===== config.mk =====
export PLATFORM = sky130hd
export DESIGN_NAME = dmcache_ctrl
export DESIGN_NICKNAME = d
export VERILOG_FILES = /design/src/rtl/dmc_pkg.sv /design/src/rtl/dmc_tag_store.sv /design/src/rtl/dmc_data_store.sv /design/src/rtl/dmc_counters.sv /design/src/rtl/dmc_seq.sv /design/src/rtl/dmcache_ctrl.sv
export SDC_FILE = /design/constraint.sdc
export NUM_CORES = 1
export LEC_CHECK = 0
export ABC_AREA = 1
export BUFFER_PORTS_ARGS = -buffer_cell sky130_fd_sc_hd__clkbuf_2
export CAP_MARGIN = 5
export CORE_ASPECT_RATIO = 1.75
export CORE_MARGIN = 2
export CORE_UTILIZATION = 30
export DETAILED_ROUTE_END_ITERATION = 7
export SYNTH_ARGS = -nofsm -noshare
export SYNTH_HDL_FRONTEND = slang
export SYNTH_SLANG_ARGS = --single-unit

===== constraint.sdc =====
create_clock -name clk -period 3.36 [get_ports clk]
set_input_delay 0.672 -clock clk [delete_from_list [all_inputs] [get_ports clk]]
set_output_delay 0.672 -clock clk [all_outputs]
set_load 0.01 [all_outputs]

===== src/rtl/dmc_pkg.sv =====
package dmc_pkg;

  typedef enum logic [1:0] {
    ST_IDLE = 2'd0,
    ST_LOOK = 2'd1,
    ST_FILL = 2'd2
  } dmc_state_e;

  // event vector positions for the counter bank
  localparam int EV_HIT  = 0;
  localparam int EV_COLD = 1;
  localparam int EV_CONF = 2;
  localparam int EV_NUM  = 3;

endpackage


===== src/rtl/dmc_tag_store.sv =====
module dmc_tag_store #(
  parameter int LINES = 4,
  parameter int TAG_W = 7,
  localparam int IDX_W = $clog2(LINES)
) (
  input  logic             clk,
  input  logic             rst_n,
  input  logic [IDX_W-1:0] lk_idx,
  input  logic [TAG_W-1:0] lk_tag,
  output logic             lk_valid,
  output logic             lk_match,
  input  logic             wr_en,
  input  logic [IDX_W-1:0] wr_idx,
  input  logic [TAG_W-1:0] wr_tag
);

  logic [LINES-1:0] valid_q, valid_d;
  logic [TAG_W-1:0] tag_q [LINES];

  always_comb begin
    valid_d = valid_q;
    if (wr_en) valid_d[wr_idx] = 1'b1;
  end

  always_ff @(posedge clk or negedge rst_n) begin
    if (!rst_n)     valid_q <= '0;
    else if (wr_en) valid_q <= valid_d;
  end

  for (genvar i = 0; i < LINES; i++) begin : g_tag
    always_ff @(posedge clk) begin
      if (wr_en && (wr_idx == IDX_W'(i))) tag_q[i] <= wr_tag;
    end
  end

  assign lk_valid = valid_q[lk_idx];
  assign lk_match = (tag_q[lk_idx] == lk_tag);

endmodule


===== src/rtl/dmc_data_store.sv =====
module dmc_data_store #(
  parameter int LINES  = 4,
  parameter int WPL    = 2,
  parameter int WORD_W = 32,
  localparam int IDX_W = $clog2(LINES),
  localparam int OFF_W = $clog2(WPL),
  localparam int DEPTH = LINES * WPL
) (
  input  logic              clk,
  input  logic              wr_en,
  input  logic [IDX_W-1:0]  wr_line,
  input  logic [OFF_W-1:0]  wr_word,
  input  logic [WORD_W-1:0] wr_data,
  input  logic [IDX_W-1:0]  rd_line,
  input  logic [OFF_W-1:0]  rd_word,
  output logic [WORD_W-1:0] rd_data
);

  logic [WORD_W-1:0] mem_q [DEPTH];

  always_ff @(posedge clk) begin
    if (wr_en) mem_q[{wr_line, wr_word}] <= wr_data;
  end

  assign rd_data = mem_q[{rd_line, rd_word}];

endmodule


===== src/rtl/dmc_counters.sv =====
module dmc_counters #(
  parameter int N     = 3,
  parameter int CNT_W = 16
) (
  input  logic                      clk,
  input  logic                      rst_n,
  input  logic                      clr,
  input  logic [N-1:0]              evt,
  output logic [N-1:0][CNT_W-1:0]   cnt
);

  for (genvar i = 0; i < N; i++) begin : g_cnt
    logic [CNT_W-1:0] c_q, c_d;
    logic             c_en;

    always_comb begin
      c_en = clr | (evt[i] & (c_q != {CNT_W{1'b1}}));
      c_d  = clr ? '0 : c_q + CNT_W'(1);
    end

    always_ff @(posedge clk or negedge rst_n) begin
      if (!rst_n)    c_q <= '0;
      else if (c_en) c_q <= c_d;
    end

    assign cnt[i] = c_q;
  end

endmodule


===== src/rtl/dmc_seq.sv =====
module dmc_seq
  import dmc_pkg::*;
#(
  parameter int ADDR_W = 12,
  parameter int WORD_W = 32,
  parameter int LINES  = 4,
  parameter int WPL    = 2,
  localparam int BYTE_W = $clog2(WORD_W / 8),
  localparam int OFF_W  = $clog2(WPL),
  localparam int IDX_W  = $clog2(LINES),
  localparam int TAG_W  = ADDR_W - IDX_W - OFF_W - BYTE_W,
  localparam int WA_W   = ADDR_W - BYTE_W,
  localparam int LINE_LSB = BYTE_W + OFF_W
) (
  input  logic              clk,
  input  logic              rst_n,
  input  logic              cpu_rd,
  input  logic [ADDR_W-1:0] cpu_addr,
  output logic              cpu_ready,
  output logic [WORD_W-1:0] cpu_data,
  output logic              mem_req,
  output logic [ADDR_W-1:0] mem_addr,
  input  logic              mem_valid,
  input  logic [WORD_W-1:0] mem_data,
  output logic [IDX_W-1:0]  lk_idx,
  output logic [TAG_W-1:0]  lk_tag,
  input  logic              lk_valid,
  input  logic              lk_match,
  output logic              tag_we,
  output logic              ds_we,
  output logic [OFF_W-1:0]  ds_wr_word,
  output logic [OFF_W-1:0]  ds_rd_word,
  input  logic [WORD_W-1:0] ds_rd_data,
  output logic [EV_NUM-1:0] evt
);

  localparam logic [OFF_W-1:0] LAST_BEAT = OFF_W'(WPL - 1);

  dmc_state_e        state_q, state_d;
  logic [WA_W-1:0]   req_q;
  logic              req_en;
  logic [OFF_W-1:0]  beat_q, beat_d;
  logic              beat_en;
  logic [WORD_W-1:0] rdata_q, rdata_d;
  logic              rdata_en;
  logic              ready_q, ready_d;
  logic              mreq_q, mreq_d;
  logic [OFF_W-1:0]  req_word;
  logic              unused_byte_bits;

  assign unused_byte_bits = ^cpu_addr[BYTE_W-1:0];

  assign req_word = req_q[OFF_W-1:0];
  assign lk_idx   = req_q[OFF_W +: IDX_W];
  assign lk_tag   = req_q[WA_W-1 -: TAG_W];

  // next-state process
  always_comb begin
    state_d  = state_q;
    req_en   = 1'b0;
    beat_d   = beat_q;
    beat_en  = 1'b0;
    rdata_d  = rdata_q;
    rdata_en = 1'b0;
    ready_d  = 1'b0;
    mreq_d   = 1'b0;
    tag_we   = 1'b0;
    ds_we    = 1'b0;
    evt      = '0;
    unique case (state_q)
      ST_IDLE: begin
        if (cpu_rd) begin
          req_en  = 1'b1;
          state_d = ST_LOOK;
        end
      end
      ST_LOOK: begin
        if (lk_valid && lk_match) begin
          evt[EV_HIT] = 1'b1;
          ready_d     = 1'b1;
          rdata_d     = ds_rd_data;
          rdata_en    = 1'b1;
          state_d     = ST_IDLE;
        end else begin
          if (lk_valid) evt[EV_CONF] = 1'b1;
          else          evt[EV_COLD] = 1'b1;
          mreq_d  = 1'b1;
          beat_d  = '0;
          beat_en = 1'b1;
          state_d = ST_FILL;
        end
      end
      ST_FILL: begin
        if (mem_valid) begin
          ds_we   = 1'b1;
          beat_d  = beat_q + OFF_W'(1);
          beat_en = 1'b1;
          if (beat_q == LAST_BEAT) begin
            tag_we   = 1'b1;
            ready_d  = 1'b1;
            rdata_en = 1'b1;
            rdata_d  = (beat_q == req_word) ? mem_data : ds_rd_data;
            state_d  = ST_IDLE;
          end
        end
      end
      default: state_d = ST_IDLE;
    endcase
  end

  // register process
  always_ff @(posedge clk or negedge rst_n) begin
    if (!rst_n) begin
      state_q <= ST_IDLE;
      ready_q <= 1'b0;
      mreq_q  <= 1'b0;
      rdata_q <= '0;
      beat_q  <= '0;
      req_q   <= '0;
    end else begin
      state_q <= state_d;
      ready_q <= ready_d;
      mreq_q  <= mreq_d;
      if (rdata_en) rdata_q <= rdata_d;
      if (beat_en)  beat_q  <= beat_d;
      if (req_en)   req_q   <= cpu_addr[ADDR_W-1:BYTE_W];
    end
  end

  assign cpu_ready  = ready_q;
  assign cpu_data   = rdata_q;
  assign mem_req    = mreq_q;
  assign mem_addr   = {req_q[WA_W-1:OFF_W], {LINE_LSB{1'b0}}};
  assign ds_wr_word = beat_q;
  assign ds_rd_word = req_word;

endmodule


===== src/rtl/dmcache_ctrl.sv =====
module dmcache_ctrl
  import dmc_pkg::*;
#(
  parameter int ADDR_W = 12,
  parameter int WORD_W = 32,
  parameter int LINES  = 4,
  parameter int WPL    = 2,
  parameter int CNT_W  = 16
) (
  input  logic              clk,
  input  logic              rst_n,
  input  logic              cpu_rd,
  input  logic [ADDR_W-1:0] cpu_addr,
  output logic              cpu_ready,
  output logic [WORD_W-1:0] cpu_data,
  output logic              mem_req,
  output logic [ADDR_W-1:0] mem_addr,
  input  logic              mem_valid,
  input  logic [WORD_W-1:0] mem_data,
  input  logic              cnt_clr,
  output logic [CNT_W-1:0]  cnt_hit,
  output logic [CNT_W-1:0]  cnt_cold,
  output logic [CNT_W-1:0]  cnt_conf
);

  localparam int BYTE_W = $clog2(WORD_W / 8);
  localparam int OFF_W  = $clog2(WPL);
  localparam int IDX_W  = $clog2(LINES);
  localparam int TAG_W  = ADDR_W - IDX_W - OFF_W - BYTE_W;

  // reset: asserted asynchronously, released on the clock
  logic [1:0] rst_sync_q;
  logic       rst_int_n;

  always_ff @(posedge clk or negedge rst_n) begin
    if (!rst_n) rst_sync_q <= '0;
    else        rst_sync_q <= {rst_sync_q[0], 1'b1};
  end
  assign rst_int_n = rst_sync_q[1];

  logic [IDX_W-1:0]            lk_idx;
  logic [TAG_W-1:0]            lk_tag;
  logic                        lk_valid, lk_match;
  logic                        tag_we, ds_we;
  logic [OFF_W-1:0]            ds_wr_word, ds_rd_word;
  logic [WORD_W-1:0]           ds_rd_data;
  logic [EV_NUM-1:0]           evt;
  logic [EV_NUM-1:0][CNT_W-1:0] cnt;

  dmc_seq #(
    .ADDR_W(ADDR_W), .WORD_W(WORD_W), .LINES(LINES), .WPL(WPL)
  ) seq_i (
    .clk        (clk),
    .rst_n      (rst_int_n),
    .cpu_rd     (cpu_rd),
    .cpu_addr   (cpu_addr),
    .cpu_ready  (cpu_ready),
    .cpu_data   (cpu_data),
    .mem_req    (mem_req),
    .mem_addr   (mem_addr),
    .mem_valid  (mem_valid),
    .mem_data   (mem_data),
    .lk_idx     (lk_idx),
    .lk_tag     (lk_tag),
    .lk_valid   (lk_valid),
    .lk_match   (lk_match),
    .tag_we     (tag_we),
    .ds_we      (ds_we),
    .ds_wr_word (ds_wr_word),
    .ds_rd_word (ds_rd_word),
    .ds_rd_data (ds_rd_data),
    .evt        (evt)
  );

  dmc_tag_store #(.LINES(LINES), .TAG_W(TAG_W)) tags_i (
    .clk      (clk),
    .rst_n    (rst_int_n),
    .lk_idx   (lk_idx),
    .lk_tag   (lk_tag),
    .lk_valid (lk_valid),
    .lk_match (lk_match),
    .wr_en    (tag_we),
    .wr_idx   (lk_idx),
    .wr_tag   (lk_tag)
  );

  dmc_data_store #(.LINES(LINES), .WPL(WPL), .WORD_W(WORD_W)) data_i (
    .clk     (clk),
    .wr_en   (ds_we),
    .wr_line (lk_idx),
    .wr_word (ds_wr_word),
    .wr_data (mem_data),
    .rd_line (lk_idx),
    .rd_word (ds_rd_word),
    .rd_data (ds_rd_data)
  );

  dmc_counters #(.N(EV_NUM), .CNT_W(CNT_W)) cnt_i (
    .clk   (clk),
    .rst_n (rst_int_n),
    .clr   (cnt_clr),
    .evt   (evt),
    .cnt   (cnt)
  );

  assign cnt_hit  = cnt[EV_HIT];
  assign cnt_cold = cnt[EV_COLD];
  assign cnt_conf = cnt[EV_CONF];

endmodule


==> summary.txt <==
Setup path
  – Source of the critical timing path: seq_i.req_q[2]
  – Worst-path cell chain: inv_2 > nor2_4 > inv_2 > nor2_1 > nor3_2 > nor2_1 > nand3_2 > a21boi_4 > nand2_2 > nand2_1 > nand2_1
  – Element type at the critical path end: register
  – Critical Path Fanout Max: 32
  – Crit path DAT: 3.21 ns
  – Critical-path top delay cell: sky130_fd_sc_hd__dfrtp_1
  – Worst reg2reg startpoint: seq_i.req_q[2]
  – Startpoint type of the worst setup path: register
  – CP delay by family, top: simple AND/OR/NAND/NOR gates
  – Worst reg2reg path depth: 11
  – Data required time at the worst endpoint: 3.77 ns
  – Kind of critical path: register to register
  – WP buf/inv: 2
  – Maximum cell stage delay along the critical path: 0.65 ns
  – Endpoint of the worst register-to-register path: seq_i.cpu_data[26]
  – Stages on the worst setup path: 11
  – R2R setup slack: 0.56 ns
  – Crit path to: seq_i.cpu_data[26]

Floorplan
  – Vertical die dimension: 311 um
  – Number of rows in the core area: 112
  – Chip Width: 179 um
  – I/O pin cnt: 143
  – DIE AREA: approximately 56000 um2
  – Core region area: between 50000 and 60000 um2
  – Initial Utilization: 30.4%

Logic synthesis
  – Count of state elements after synthesis: ~390
  – Share of synthesized registers carrying an async set or reset: 26.2%
  – Largest cells by area after synthesis: sky130_fd_sc_hd__edfxtp_1 53%, sky130_fd_sc_hd__dfrtp_1 16%, sky130_fd_sc_hd__nand2_1 9.7%, sky130_fd_sc_hd__nor2_1 4.0%, sky130_fd_sc_hd__o21ai_0 2.4%
  – Area share of the largest cell type after synthesis: 52.8%
  – Library cell occupying the most area in the post-synthesis netlist: sky130_fd_sc_hd__edfxtp_1
  – Cells after synthesis: 1482
  – Summed instance area of the synthesized netlist: approximately 16000 um2
  – Ys Warns: 0
  – Synthesized area divided by synthesized cell count: 10.9 um2
  – Post-synthesis sequential area ratio: 68.4%
  – Number of flops mapped to enable cells by yosys: 284
  – Distinct cell type count after synthesis: 40
  – Most used flip-flop cell after synthesis: sky130_fd_sc_hd__edfxtp_1

Cells and area
  – Number of non-filler instances in the completed layout: 2343
  – Net total in the final layout: 1685
  – Number of filler instances in the final layout: ~5200
  – Signed area change from the synthesized netlist to the final layout: 17.7%
  – Layout cell share with drive strength beyond 1: about 16%

Power and ir drop
  – Leakage: 7.41 nW
  – Switching pwr: 0.00483 W
  – Worst-case vdd ir drop: about 0.35 mV
  – Share of total power in combinational logic: between 20 and 30%
  – Pwr/cell area: 740 nW/um2
  – Relative contribution of sequential cells to total power: roughly 40%
  – Internal Power: 0.00925 W
  – Clock power share: 30.3%
  – Switching share of power: 34.3%

Timing
  – Fin. max-slew vios: 0
  – Normalized max-slew margin: around 48%
  – Count of final setup violators: 0
  – Fin Clk Skew: 0.0235 ns
  – Top achievable clock speed: between 300 and 400 MHz
  – Tmin final: 2.80 ns
  – Slew at the pin closest to its max-slew limit: 0.776 ns
  – Total negative setup slack: 0 ns
  – Setup repair after global routing missed its margin: no
  – Final Hold Vio Count: 0
  – Crit share post-route: 83.4%

Job
  – Max-cap violation count: 0

Global routing
  – Leftover overflow at the end of global routing: 0
  – Maximum number of pins on one net before global-route repair: between 60 and 70
  – Initial antenna violation count: 5
  – Vias in the first global route: 11600
  – Global-route wire length before repair: 67600 um
  – Combined global-route utilization of all metal layers: 15.5%

Detailed routing
  – Wirelength, routed: 44400 um
  – Number of search-and-repair iterations in the first detailed-routing pass: 5
  – Number of DRC violations after detailed-routing iteration 0: 734
  – Average wire length per cell after detail routing: 18.9 um
  – Remaining number of nets flagged by the antenna check after routing: 0
  – Per-cell via count in the routed design: ~4.9
  – Number of design rule violations left after detail routing: 0
  – Via Count: about 11000

Placed design
  – # port buffers: between 100 and 150
  – Number of cells in the design after placement: 2274
  – Detailed placer's ending HPWL: 28400 um
  – Final weighted congestion in routability-driven placement: 0.850

Clocking
  – Buffer count from post-CTS setup fixing: 0
  – Clk root buf: sky130_fd_sc_hd__clkbuf_16
  – Level count of the clock H-tree: 2
  – Resize count post-CTS: 0
  – TritonCTS clock tree: yes
  – Clock Latency Late Sink: 0.54 ns
  – Total clock sinks: 385
  – Reg clk slew, reported paths: 0.06 ns
  – Clock Path Buffers: 3
  – CTS Buf Count: 37

Min path
  – Worst hold path startpoint: rst_sync_q[0]
  – Type of the tightest min-delay check: register to register

Status
  – Outcome: finished, final reports clean
[layout by cell type (no fill, tap or decap), types with 35 or more instances in the layout]
cell type                   instances
sky130_fd_sc_hd__edfxtp_1         284
sky130_fd_sc_hd__nand4_1           35
sky130_fd_sc_hd__o21ai_0           79
sky130_fd_sc_hd__a21oi_1           52
sky130_fd_sc_hd__clkbuf_2         137
sky130_fd_sc_hd__clkbuf_16         37
sky130_fd_sc_hd__dfrtp_1           99
sky130_fd_sc_hd__nor2_1           164
sky130_fd_sc_hd__nand3_1           72
sky130_fd_sc_hd__inv_1             59
sky130_fd_sc_hd__nand2_1          418
[flip-flops by register name (all words and copies together), names as in the netlist, 2 cells and up]
name and cells:
data_i.mem_q 256, cnt_i.g_cnt.c_q 48, seq_i.cpu_data 32, tags_i.tag_q 28, seq_i.req_q 10, tags_i.valid_q 4
rst_sync_q 2, seq_i.state_q 2
[layout make-up]
| cell class | instances | area, um2 | area share, % |
|---|---|---|---|
| sequential | 385 | 11100 | 58.1 |
| multi-input combinational | 964 | 4600 | 24.2 |
| timing repair buffer | 175 | 1020 | 5.38 |
| clock buffer | 44 | 972 | 5.11 |
| tap | 684 | 856 | 4.50 |
| clock inverter | 23 | 263 | 1.38 |
| inverter | 67 | 251 | 1.32 |
| antenna | 1 | 2.50 | 0.0132 |
[power groups by stage]
stage / Clock, W / Sequential (W) / Combinational (W)
global placement: 0 / 0.00587 / 0.00402
CTS: 0.00438 / 0.00579 / 0.00410
floorplan: 0 / 0.00587 / 0.00246
detailed placement: 0 / 0.00589 / 0.00409
finish: 0.00427 / 0.00579 / 0.00403
global route: 0.00454 / 0.00584 / 0.00444
[cell families (layout without fill, tap and decap cells)]
group,after synthesis,in the layout,share of synthesized area [%]
AO/OA/AOI/OAI,181,181,6.74
XOR/XNOR,25,25,1.35
adder cells (fa/ha/maj),6,6,0.464
buffers and inverters,135,309,3.58
flip-flops,385,385,68.4
multiplexers,5,5,0.348
other,2,5,0.0465
AND/OR/NAND/NOR,743,743,19.1
[routing by layer]
metal	vias to the layer above	track usage [%]	part of all wire, %
met5	-	0	0.027
met4	2	6.43	3.4
met3	83	2.35	4.7
met2	352	29.5	54
met1	5665	17.0	38
li1	5397	-	-
[what timing repair did]
item                                   in CTS  in global routing
hold buffers                                1                  0
endpoints found under the hold margin       2                  0
setup endpoints to repair                   0                  0
[metrics by stage]
| stage | hold slack, ns | area (um2) | worst slack [ns] | utilization, % | power (W) |
|---|---|---|---|---|---|
| 5_1_grt | 0.370 | 19000 | 0.206 | 35.7 | 0.0148 |
| 4_1_cts | 0.349 | 19000 | 0.395 | 35.7 | 0.0143 |
| 3_5_place_dp | 0.335 | 17800 | 0.393 | 33.4 | 0.00998 |
| 6_report | 0.347 | 19000 | 0.557 | 35.7 | 0.0141 |
| 2_1_floorplan | 0.331 | 16200 | 0.338 | - | 0.00833 |
| 3_3_place_gp | 0.334 | 17800 | 0.449 | 33.4 | 0.00989 |
[worst reg2reg max path, delay by kind of cell, from the launching register on]
| family | cells | cell delay, ns |
|---|---|---|
| flops | 1 | 0.65 |
| compound gates | 1 | 0.17 |
| buf+inv | 2 | 0.29 |
| simple gates | 8 | 1.60 |
[how the worst min path moves through the flow]
stage	end	slack (ns)	depth (start not counted)
after global routing	rst_sync_q[1]	0.37	0
after global placement	rst_sync_q[1]	0.33	0
after floorplan	rst_sync_q[1]	0.33	0
after detailed placement	rst_sync_q[1]	0.33	0
final	rst_sync_q[1]	0.35	0
after CTS	rst_sync_q[1]	0.35	0
[Yosys cell counts, types with 2 or more instances]
| library cell | count |
|---|---|
| sky130_fd_sc_hd__edfxtp_1 | 284 |
| sky130_fd_sc_hd__inv_1 | 59 |
| sky130_fd_sc_hd__mux2_2 | 5 |
| sky130_fd_sc_hd__conb_1 | 2 |
| sky130_fd_sc_hd__a21oi_1 | 52 |
| sky130_fd_sc_hd__ha_1 | 6 |
| sky130_fd_sc_hd__o32ai_1 | 6 |
| sky130_fd_sc_hd__nand2_1 | 418 |
| sky130_fd_sc_hd__nand4_1 | 35 |
| sky130_fd_sc_hd__o21ai_0 | 79 |
| sky130_fd_sc_hd__buf_6 | 5 |
| sky130_fd_sc_hd__o2111ai_1 | 6 |
| sky130_fd_sc_hd__nor2_4 | 3 |
| sky130_fd_sc_hd__nand2_2 | 2 |
| sky130_fd_sc_hd__buf_1 | 10 |
| sky130_fd_sc_hd__o22a_1 | 6 |
| sky130_fd_sc_hd__o31ai_1 | 10 |
| sky130_fd_sc_hd__a221oi_1 | 6 |
| sky130_fd_sc_hd__nor2_2 | 3 |
| sky130_fd_sc_hd__nor3_1 | 25 |
| sky130_fd_sc_hd__clkbuf_1 | 37 |
| sky130_fd_sc_hd__a22o_1 | 8 |
| sky130_fd_sc_hd__xor2_1 | 20 |
| sky130_fd_sc_hd__buf_2 | 10 |
| sky130_fd_sc_hd__xnor2_1 | 5 |
| sky130_fd_sc_hd__dfrtp_1 | 101 |
| sky130_fd_sc_hd__o22ai_1 | 2 |
| sky130_fd_sc_hd__nand3b_1 | 6 |
| sky130_fd_sc_hd__buf_4 | 6 |
| sky130_fd_sc_hd__inv_2 | 8 |
| sky130_fd_sc_hd__nand3_1 | 72 |
| sky130_fd_sc_hd__nor4_1 | 5 |
| sky130_fd_sc_hd__nor2_1 | 172 |
| sky130_fd_sc_hd__a41oi_1 | 2 |
No activity file was read; power rests on OpenSTA's default activity.
